## config.mk

```make
export PLATFORM = sky130hd
export DESIGN_NAME = adc_frame_ctrl
export DESIGN_NICKNAME = d
export VERILOG_FILES = /design/src/rtl/afc_pkg.sv /design/src/rtl/afc_sclk_gen.sv /design/src/rtl/afc_rx_shift.sv /design/src/rtl/afc_gap_calc.sv /design/src/rtl/adc_frame_ctrl.sv
export SDC_FILE = /design/constraint.sdc
export NUM_CORES = 1
export LEC_CHECK = 0
export BUFFER_PORTS_ARGS = -buffer_cell sky130_fd_sc_hd__buf_4
export CAP_MARGIN = 20
export CORE_AREA = 2 2 117 119
export CTS_CLUSTER_SIZE = 12
export DETAILED_ROUTE_END_ITERATION = 7
export DIE_AREA = 0 0 119 121
export SKIP_CTS_REPAIR_TIMING = 1
export SLEW_MARGIN = 25
export SYNTH_ARGS = -nofsm -noshare
export SYNTH_HDL_FRONTEND = slang
export SYNTH_SLANG_ARGS = --single-unit
```

## constraint.sdc

```tcl
create_clock -name clk -period 5.3 [get_ports clk]
set_input_delay 1.06 -clock clk [delete_from_list [all_inputs] [get_ports clk]]
set_output_delay 1.06 -clock clk [all_outputs]
set_load 0.01 [all_outputs]
```

## src/rtl/afc_pkg.sv

```systemverilog
package afc_pkg;

   typedef enum logic [1:0] {
      AFC_IDLE,
      AFC_SETUP,
      AFC_SHIFT,
      AFC_GAP
   } afc_state_e;

   function automatic int ceil_div(input int num, input int den);
      return (num + den - 1) / den;
   endfunction

   function automatic int max_int(input int a, input int b);
      return (a > b) ? a : b;
   endfunction

endpackage

```

## src/rtl/afc_sclk_gen.sv

```systemverilog
module afc_sclk_gen #(
   parameter int DIV_W      = 8,
   parameter int FRAME_CLKS = 16
) (
   input  logic             clk,
   input  logic             rst_n,
   input  logic             launch_i,
   input  logic [DIV_W-1:0] half_i,
   output logic             sclk_o,
   output logic             sample_o,
   output logic             done_o
);
   localparam int EDGE_W = $clog2(2 * FRAME_CLKS + 1);
   localparam logic [EDGE_W-1:0] LAST_EDGE = EDGE_W'(2 * FRAME_CLKS);

   logic [DIV_W-1:0]  cnt_q;
   logic [EDGE_W-1:0] edge_q;
   logic              run_q;
   logic              sclk_q;
   logic              tick;

   assign tick     = run_q && (cnt_q == '0);
   assign done_o   = tick && (edge_q == LAST_EDGE);
   assign sample_o = tick && !sclk_q;
   assign sclk_o   = sclk_q;

   always_ff @(posedge clk or negedge rst_n) begin
      if (!rst_n) begin
         sclk_q <= 1'b1;
         run_q  <= 1'b0;
         cnt_q  <= '0;
         edge_q <= '0;
      end else if (launch_i) begin
         sclk_q <= 1'b0;
         run_q  <= 1'b1;
         cnt_q  <= half_i - 1'b1;
         edge_q <= EDGE_W'(1);
      end else if (run_q) begin
         if (cnt_q != '0) begin
            cnt_q <= cnt_q - 1'b1;
         end else if (edge_q == LAST_EDGE) begin
            run_q <= 1'b0;
         end else begin
            sclk_q <= ~sclk_q;
            edge_q <= edge_q + 1'b1;
            cnt_q  <= half_i - 1'b1;
         end
      end
   end
endmodule

```

## src/rtl/afc_rx_shift.sv

```systemverilog
module afc_rx_shift #(
   parameter int DATA_W = 12
) (
   input  logic              clk,
   input  logic              rst_n,
   input  logic              shift_i,
   input  logic              bit_i,
   output logic [DATA_W-1:0] data_o
);
   logic [DATA_W-1:0] sh_q;

   always_ff @(posedge clk or negedge rst_n) begin
      if (!rst_n)       sh_q <= '0;
      else if (shift_i) sh_q <= {sh_q[DATA_W-2:0], bit_i};
   end

   assign data_o = sh_q;
endmodule

```

## src/rtl/afc_gap_calc.sv

```systemverilog
module afc_gap_calc #(
   parameter int DIV_W       = 8,
   parameter int GAP_W       = 6,
   parameter int QUIET_CYC   = 20,
   parameter int ACQ_CYC     = 60,
   parameter int TAIL_HALVES = 7,
   parameter int MIN_HALF    = 5
) (
   input  logic [DIV_W-1:0] half_i,
   output logic [GAP_W-1:0] gap_o
);
   localparam int FLOOR_CYC = (QUIET_CYC > 1) ? QUIET_CYC : 1;

   generate
      if (ACQ_CYC <= TAIL_HALVES * MIN_HALF + FLOOR_CYC) begin : g_quiet_only
         assign gap_o = GAP_W'(FLOOR_CYC);
      end else begin : g_acq_aware
         int acq_left;
         always_comb begin
            acq_left = ACQ_CYC - TAIL_HALVES * int'(half_i);
            if (acq_left > FLOOR_CYC) gap_o = GAP_W'(acq_left);
            else                      gap_o = GAP_W'(FLOOR_CYC);
         end
      end
   endgenerate
endmodule

```

## src/rtl/adc_frame_ctrl.sv

```systemverilog
module adc_frame_ctrl #(
   parameter int CLK_NS      = 5,
   parameter int SCLK_MIN_NS = 50,
   parameter int SETUP_NS    = 10,
   parameter int QUIET_NS    = 100,
   parameter int ACQ_NS      = 300,
   parameter int DATA_W      = 12,
   parameter int FRAME_CLKS  = 16,
   parameter int TRACK_RISE  = 13,
   parameter int DIV_W       = 8
) (
   input  logic              clk,
   input  logic              rst_n,
   input  logic              start_i,
   input  logic              cont_i,
   input  logic [DIV_W-1:0]  half_div_i,
   input  logic              sdata_i,
   output logic              cs_n_o,
   output logic              sclk_o,
   output logic [DATA_W-1:0] result_o,
   output logic              valid_o
);
   import afc_pkg::*;

   localparam int MIN_HALF    = ceil_div(SCLK_MIN_NS, 2 * CLK_NS);
   localparam int SETUP_CYC   = max_int(1, ceil_div(SETUP_NS, CLK_NS));
   localparam int QUIET_CYC   = ceil_div(QUIET_NS, CLK_NS);
   localparam int ACQ_CYC     = ceil_div(ACQ_NS, CLK_NS);
   localparam int TAIL_HALVES = 2 * (FRAME_CLKS - TRACK_RISE) + 1;
   localparam int GAP_MAX     = max_int(max_int(QUIET_CYC, ACQ_CYC), 1);
   localparam int GAP_W       = $clog2(GAP_MAX + 1);
   localparam int SET_W       = (SETUP_CYC > 1) ? $clog2(SETUP_CYC) : 1;

   generate
      if (DATA_W < 2 || DATA_W > FRAME_CLKS) begin : g_bad_data_w
         $error("adc_frame_ctrl: DATA_W must lie in 2..FRAME_CLKS");
      end
      if (TRACK_RISE < 1 || TRACK_RISE > FRAME_CLKS) begin : g_bad_track
         $error("adc_frame_ctrl: TRACK_RISE must lie in 1..FRAME_CLKS");
      end
      if (MIN_HALF >= (1 << DIV_W)) begin : g_bad_div_w
         $error("adc_frame_ctrl: DIV_W too narrow for the minimum half period");
      end
   endgenerate

   afc_state_e        state_q;
   logic              cs_q;
   logic              valid_q;
   logic [DATA_W-1:0] result_q;
   logic              pend_q;
   logic [SET_W-1:0]  setup_q;
   logic [GAP_W-1:0]  gap_q;
   logic [DIV_W-1:0]  half_q;
   logic [DIV_W-1:0]  eff_half;
   logic [GAP_W-1:0]  gap_len;
   logic [DATA_W-1:0] rx_word;
   logic              go;
   logic              begin_now;
   logic              launch;
   logic              sample;
   logic              done;

   generate
      if (MIN_HALF > 1) begin : g_clamp
         assign eff_half = (half_div_i < DIV_W'(MIN_HALF)) ? DIV_W'(MIN_HALF) : half_div_i;
      end else begin : g_nonzero
         assign eff_half = (half_div_i == '0) ? DIV_W'(1) : half_div_i;
      end
   endgenerate

   assign go        = start_i || pend_q || cont_i;
   assign begin_now = go && ((state_q == AFC_IDLE) ||
                             ((state_q == AFC_GAP) && (gap_q == '0)));
   assign launch    = (state_q == AFC_SETUP) && (setup_q == '0);

   afc_sclk_gen #(
      .DIV_W      (DIV_W),
      .FRAME_CLKS (FRAME_CLKS)
   ) u_sclk (
      .clk      (clk),
      .rst_n    (rst_n),
      .launch_i (launch),
      .half_i   (half_q),
      .sclk_o   (sclk_o),
      .sample_o (sample),
      .done_o   (done)
   );

   afc_rx_shift #(
      .DATA_W (DATA_W)
   ) u_rx (
      .clk     (clk),
      .rst_n   (rst_n),
      .shift_i (sample),
      .bit_i   (sdata_i),
      .data_o  (rx_word)
   );

   afc_gap_calc #(
      .DIV_W       (DIV_W),
      .GAP_W       (GAP_W),
      .QUIET_CYC   (QUIET_CYC),
      .ACQ_CYC     (ACQ_CYC),
      .TAIL_HALVES (TAIL_HALVES),
      .MIN_HALF    (MIN_HALF)
   ) u_gap (
      .half_i (half_q),
      .gap_o  (gap_len)
   );

   always_ff @(posedge clk or negedge rst_n) begin
      if (!rst_n) begin
         state_q  <= AFC_IDLE;
         cs_q     <= 1'b1;
         valid_q  <= 1'b0;
         result_q <= '0;
         pend_q   <= 1'b0;
         setup_q  <= '0;
         gap_q    <= '0;
         half_q   <= DIV_W'(MIN_HALF);
      end else begin
         valid_q <= 1'b0;
         if (begin_now) begin
            cs_q    <= 1'b0;
            state_q <= AFC_SETUP;
            setup_q <= SET_W'(SETUP_CYC - 1);
            half_q  <= eff_half;
            pend_q  <= 1'b0;
         end else begin
            if (start_i && (state_q != AFC_IDLE)) pend_q <= 1'b1;
            case (state_q)
               AFC_SETUP: begin
                  if (setup_q != '0) setup_q <= setup_q - 1'b1;
                  else               state_q <= AFC_SHIFT;
               end
               AFC_SHIFT: begin
                  if (done) begin
                     cs_q     <= 1'b1;
                     valid_q  <= 1'b1;
                     result_q <= rx_word;
                     gap_q    <= gap_len - 1'b1;
                     state_q  <= AFC_GAP;
                  end
               end
               AFC_GAP: begin
                  if (gap_q != '0) gap_q   <= gap_q - 1'b1;
                  else             state_q <= AFC_IDLE;
               end
               default: ;
            endcase
         end
      end
   end

   assign cs_n_o   = cs_q;
   assign valid_o  = valid_q;
   assign result_o = result_q;
endmodule

```

# After elaboration in Yosys (flattened, before gate mapping)
# Index checks and enable logic that the tools add are counted.
[op_classes]
addsub = 7
multipliers = 1
n_div = 0
magnitude_cmp = 2
eq_ne = 12
n_shift = 0
n_mux = 37
bitwise_logic = 3
reduce_logical = 30
[op_table]
columns = ["cell", "count"]
rows = [
  ["$mux W6", 7],
  ["$mux W8", 5],
  ["$gt A32 B6 Y1 const B", 1],
  ["$sub A7 B32 Y32 const A", 1],
  ["$mux W1", 19],
  ["$sub A8 B1 Y8 const B", 2],
  ["$reduce_bool A2 Y1", 7],
  ["$pmux W6 S2", 1],
  ["$sub A6 B1 Y6 const B", 2],
  ["$mul A3 B8 Y11 const A", 1],
  ["$ne A3 B3 Y1 const B", 3],
  ["$logic_not A8 Y1", 1],
  ["$lt A8 B3 Y1 const B", 1],
  ["$mux W2", 4],
  ["$reduce_and A4 Y1", 2],
  ["$reduce_bool A8 Y1", 1],
  ["$logic_and A1 B1 Y1", 7],
  ["$add A6 B1 Y6 const B", 1],
  ["$eq A6 B6 Y1 const B", 1],
  ["$logic_not A6 Y1", 1],
  ["$ne A2 B2 Y1 const B", 3],
  ["$pmux W2 S3", 1],
  ["$reduce_and A3 Y1", 2],
  ["$reduce_bool A6 Y1", 1],
  ["11 further kinds", 17],
]
[totals]
ff_bits = 60
latchBits = 0
ram_bits = 0
mem_bits_ro = 0
input_bits = 13
output_inout_bits = 15
word_cells = 105
mem_count = 0

# Longest topological paths before layout
[logic_depth]
word_depth = 7
mapped_depth = 23
ltp_nobuf = 23

# Cells and area by module
# A second synthesis with hierarchy kept.
[unflattened]
hier_cells = 414
hier_area_um2 = 4191.5
[modules_own_cells]
columns = ["module", "n_inst", "cells_each", "area_each_um2", "seq_area_each_um2"]
rows = [
  ["adc_frame_ctrl", 1, 140, 1672.9, 804.5],
  ["afc_sclk_gen", 1, 133, 1114.8, 401.6],
  ["afc_gap_calc", 1, 116, 919.6, 0.0],
  ["afc_rx_shift", 1, 25, 484.2, 300.3],
]

# Worst setup path after synthesis
# No wires, ideal clock.
[synth_timing]
path_type = "reg2reg"
startpoint = "reg half_q[2]"
endpoint = "reg gap_q[4]"
setup_time_ns = 0.119
t_arrival_ns = 4.463
required_time_ns = 5.181
setup_slack_ns = 0.718
path_stages_with_launch = 22
n_path_buf = 0
period_less_slack_ns = 4.582
path_cell_list = "dfstp_2 fa_1 ha_1 fa_1 a21o_2 nand2_1 mux2_2 nand3_1 nand3_1 a21oi_1 ha_1 a211o_1 o32ai_1 nand3b_1 nand3b_1 nor3_1 a22oi_1 ha_1 a21boi_0 o211ai_1 mux2i_1 o21a_1"
[synth_between]
elab_chain_cells = 7
[synth_rtl]
columns = ["item", "line_no", "rtl"]
rows = [
  ["start: declaration", "adc_frame_ctrl.sv:53", "logic [DIV_W-1:0] half_q;"],
  ["start signal: assignment", "adc_frame_ctrl.sv:120", "half_q <= DIV_W'(MIN_HALF);"],
  ["start signal: assignment", "adc_frame_ctrl.sv:127", "half_q <= eff_half;"],
  ["$mul A3 B8 Y11 *", "afc_gap_calc.sv:20", "acq_left = ACQ_CYC - TAIL_HALVES * int'(half_i);"],
  ["$sub A7 B32 Y32 *", "afc_gap_calc.sv:20", ""],
  ["$gt A32 B6 Y1", "afc_gap_calc.sv:21", "if (acq_left > FLOOR_CYC) gap_o = GAP_W'(acq_left);"],
  ["$mux W6 *", "afc_gap_calc.sv:21", ""],
  ["$sub A6 B1 Y6 *", "adc_frame_ctrl.sv:141", "gap_q <= gap_len - 1'b1;"],
  ["$mux W6 *", "adc_frame_ctrl.sv:137", "if (done) begin"],
  ["$pmux W6 S2 *", "adc_frame_ctrl.sv:131", "case (state_q)"],
  ["end signal: assignment", "adc_frame_ctrl.sv:141", ""],
  ["end signal: assignment", "adc_frame_ctrl.sv:146", "if (gap_q != '0) gap_q <= gap_q - 1'b1;"],
  ["end: declaration", "adc_frame_ctrl.sv:52", "logic [GAP_W-1:0] gap_q;"],
]
# Every way passes the cells marked *; elsewhere a longest branch is shown, timed or not. The select of a mux whose other input is x is not followed.
# A chain may end at the register's enable or synchronous reset.

# Worst setup path in the final report
[layout_timing]
startpoint = "reg half_q[0]"
endpoint = "reg gap_q[4]"
# Same word-level chain as after synthesis.

==> impl_metrics.sql <==
INSERT INTO impl_metrics (metric_group, metric, value, unit) VALUES
('outcome', 'outcome', 'completed', ''),
('worst_setup_path', 'crit_chain', 'fa_1 -> ha_1 -> fa_2 -> a21o_2 -> nand2_1 -> mux2_2 -> nand3_1 -> nand3_2 -> a21oi_2 -> ha_1 -> a211o_1 -> o32ai_1 -> nand3b_1 -> nand3b_1 -> nor3_1 -> a22oi_1 -> ha_2 -> a21boi_0 -> o211ai_1 -> mux2i_1 -> o21a_1', ''),
('drt', 'initialDrtViolationCount', '162', ''),
('worst_setup_path', 'setup.reg_to_reg.worst_slack', '0.41', 'ns'),
('logic_synthesis', 'synthArstFlopShare', '100', '%'),
('drt', 'drt-vias-per-instance', '4.81', ''),
('clock_network', 'ctsLongestPathBuffers', '2', ''),
('worst_setup_path', 'critical_path.max_fanout', '6', ''),
('worst_setup_path', 'critPathMaxStageDelay', '0.60', 'ns'),
('timing', 'maxClockFrequency', '0.205', 'GHz'),
('logic_synthesis', 'yosysMostFrequentCell', 'sky130_fd_sc_hd__nand2_1', ''),
('timing', 'fin_crit', '4.89', 'ns'),
('clock_network', 'cts_max_level', '3', ''),
('worst_setup_path', 'regToRegEndpoint', 'gap_q[4]', ''),
('min_path', 'min_delay_path_depth', '2', ''),
('global_route', 'grt_remaining_overflow', '0', ''),
('finish', 'finalNetCount', '498', ''),
('finish', 'insertedDiodeCount', '0', ''),
('global_route', 'grt_pass1_vias', '3001', ''),
('finish', 'synthToLayoutAreaGrowth', '19.6', '%'),
('logic_synthesis', 'synth_flop_cell', 'sky130_fd_sc_hd__dfrtp_1', ''),
('finish', 'fillerInstances', '1312', ''),
('clock_network', 'cts_num_sinks', '60', ''),
('floorplanning', 'die_h', '121', 'um'),
('min_path', 'min_to', 'result_o[11]', ''),
('logic_synthesis', 'ranking_of_synthesized_cells_by_area', 'sky130_fd_sc_hd__dfrtp_1 37%, sky130_fd_sc_hd__ha_1 9.5%, sky130_fd_sc_hd__nand2_1 7.2%', ''),
('worst_setup_path', 'timing.critical_path.required', '5.57', 'ns'),
('worst_setup_path', 'worst_reg2reg_startpoint', 'half_q[0]', ''),
('drt', 'ant_nets', '0', ''),
('floorplanning', 'chipWidth', '119', 'um'),
('worst_setup_path', 'crit_path_start_kind', 'register', ''),
('clock_network', 'cts_bufs_inserted', '9', ''),
('min_path', 'timing.hold.worst.class', 'reg2reg', ''),
('logic_synthesis', 'mappedNetlistNets', '467', ''),
('global_route', 'grt_antenna_before_repair', '0', ''),
('logic_synthesis', 'synth_top_area_cell', 'sky130_fd_sc_hd__dfrtp_1', ''),
('global_route', 'grt_util_all_layers', '12.2', '%'),
('logic_synthesis', 'synth-seq-area-share', '39.3', '%'),
('clock_network', 'ctsRootBufferMaster', 'sky130_fd_sc_hd__clkbuf_16', ''),
('floorplanning', 'core_area', '13100', 'um2'),
('drt', 'drt-total-wl', '8090', 'um'),
('timing', 'period_share', '92.2', '%'),
('floorplanning', 'design.portCount', '28', ''),
('clock_network', 'cts_tree', 'yes', ''),
('clock_network', 'clkLatencyLatePin', '0.33', 'ns'),
('global_route', 'grt_pass1_wl', '14100', 'um'),
('placed_design', 'place.port_buffers', '27', ''),
('timing', 'grt_setup_unrepaired', 'false', ''),
('logic_synthesis', 'syn_area', '3830', 'um2'),
('clock_network', 'clkTransAtPathRegs', '0.05', 'ns'),
('drt', 'num_vias', '3027', ''),
('logic_synthesis', 'per_instance_average_area_after_synthesis', '9.20', 'um2'),
('global_route', 'largest_net_degree_at_the_start_of_global_routing', '61', ''),
('logic_synthesis', 'synthesized_instance_count', '417', ''),
('floorplanning', 'start_util', '29.3', '%'),
('logic_synthesis', 'synth.ff_latch_count', '60', ''),
('min_path', 'hp-start', 'u_rx.data_o[11]', ''),
('floorplanning', 'design.die.area', '14400', 'um2'),
('logic_synthesis', 'ys_warn_count', '0', ''),
('drt', 'drt-pass1-iter-count', '5', ''),
('timing', 'worst_pin_slew', '0.767', 'ns'),
('timing', 'finalHoldViolCount', '0', ''),
('worst_setup_path', 'crit_slowest_cell', 'sky130_fd_sc_hd__dfstp_2', ''),
('job', 'max-cap-violations', '0', ''),
('timing', 'finalSetupTns', '0', 'ns'),
('logic_synthesis', 'netlist-cell-type-count', '52', ''),
('drt', 'detail_route.drc_violations', '0', ''),
('worst_setup_path', 'rr_worst_depth', '21', ''),
('worst_setup_path', 'arrival', '5.16', 'ns'),
('finish', 'layout-drive-gt1-share', '17.4', '%'),
('worst_setup_path', 'end_kind', 'register', '');
==> area by class of cell <==
cell class                 count  area [um2]  area share [%]
tap                          176         220            4.80
clock buffer                  10         239            5.21
clock inverter                 6        87.6            1.91
sequential                    60        1510            32.8
timing repair buffer          31         233            5.07
inverter                      24        90.1            1.96
multi-input combinational    322        2210            48.2
==> cells by family (layout without fill, tap and decap cells) <==
kind of cell	Yosys count	count (layout)	share of synthesized area (%)
DFF	60	60	39.3
and+or+nand+nor	152	152	18.2
AOI/OAI and AO/OA	99	99	16.0
xor gates and xnor gates	17	17	4.47
buffers and inverters	35	71	3.56
adders and majority gates	37	37	13.6
muxes	17	17	4.89
==> sequential cells by signal, indices dropped and copies added (netlist names) <==
| register | flops |
|---|---|
| pend_q | 1 |
| u_sclk.edge_q | 6 |
| state_q | 2 |
| u_sclk.cnt_q | 8 |
| half_q | 8 |
| gap_q | 6 |
| u_sclk.sclk_o | 1 |
| valid_o | 1 |
| u_sclk.run_q | 1 |
| u_rx.data_o | 12 |
| cs_n_o | 1 |
| setup_q | 1 |
| result_o | 12 |
==> stage by stage <==
| stage | area, um2 | setup slack, ns | hold WS, ns | utilization (%) | instances |
|---|---|---|---|---|---|
| 2_1_floorplan | 3830 | 0.718 | 0.433 | - | 417 |
| 3_3_place_gp | 4210 | 0.467 | 0.444 | 32.2 | 609 |
| 3_5_place_dp | 4210 | 0.213 | 0.452 | 32.2 | 609 |
| 4_1_cts | 4540 | 0.186 | 0.467 | 34.7 | 625 |
| 5_1_grt | 4590 | 0.0508 | 0.495 | 35.1 | 629 |
| 6_report | 4590 | 0.412 | 0.471 | 35.1 | 629 |
==> per-layer routing <==
layer / vias to the layer above / part of all wire, % / wire (um) / GRT usage (%)
li1: 1519 / - / - / -
met1: 1448 / 48 / 3870 / 15.9
met2: 48 / 47 / 3820 / 19.3
met3: 12 / 2.8 / 225 / 2.35
met4: 0 / 2.3 / 184 / 5.95
met5: - / 0 / 0 / 0
==> how the worst max path moves through the flow <==
stage / slack, ns / start / end / cells after the start
floorplan: 0.72 / half_q[2] / gap_q[4] / 21
global placement: 0.47 / half_q[0] / gap_q[4] / 21
detailed placement: 0.21 / half_q[0] / gap_q[4] / 21
CTS: 0.19 / half_q[0] / gap_q[4] / 21
global route: 0.05 / half_q[0] / gap_q[4] / 21
finish: 0.41 / half_q[0] / gap_q[4] / 21
==> worst max-delay path: cells and delay by family (launching register included) <==
kind	cells	cell delay (ns)
AOI/OAI and AO/OA	8	1.47
adders and majority gates	5	1.59
DFF	1	0.60
muxes	2	0.51
and+or+nand+nor	6	0.67
==> cells in the final DEF, fill, tap and decap left out, types with 3 or more instances in the layout <==
cell                         n
sky130_fd_sc_hd__o22ai_1     4
sky130_fd_sc_hd__nand4_1     3
sky130_fd_sc_hd__a21oi_1    22
sky130_fd_sc_hd__fa_1        7
sky130_fd_sc_hd__mux2_2     14
sky130_fd_sc_hd__nand2b_1    3
sky130_fd_sc_hd__xnor2_1     7
sky130_fd_sc_hd__nor2_1     21
sky130_fd_sc_hd__nor4_1      5
sky130_fd_sc_hd__xor2_1      7
sky130_fd_sc_hd__ha_1       28
sky130_fd_sc_hd__nor3_1      7
sky130_fd_sc_hd__buf_4      31
sky130_fd_sc_hd__o21a_1      3
sky130_fd_sc_hd__nor2b_1     3
sky130_fd_sc_hd__a211oi_1    4
sky130_fd_sc_hd__dfstp_2     4
sky130_fd_sc_hd__nand3_1    16
sky130_fd_sc_hd__dfrtp_1    56
sky130_fd_sc_hd__or3_1       6
sky130_fd_sc_hd__clkbuf_16   9
sky130_fd_sc_hd__o211ai_1    3
sky130_fd_sc_hd__mux2i_1     3
sky130_fd_sc_hd__o21ai_0    33
sky130_fd_sc_hd__xor2_2      3
sky130_fd_sc_hd__inv_1      24
sky130_fd_sc_hd__o31ai_1     6
sky130_fd_sc_hd__nand2_1    74
sky130_fd_sc_hd__nand3b_1    3
Power is left out: the tool's default activity adds up to more than one toggle a clock period on the data nets, which glitch-free logic cannot reach.
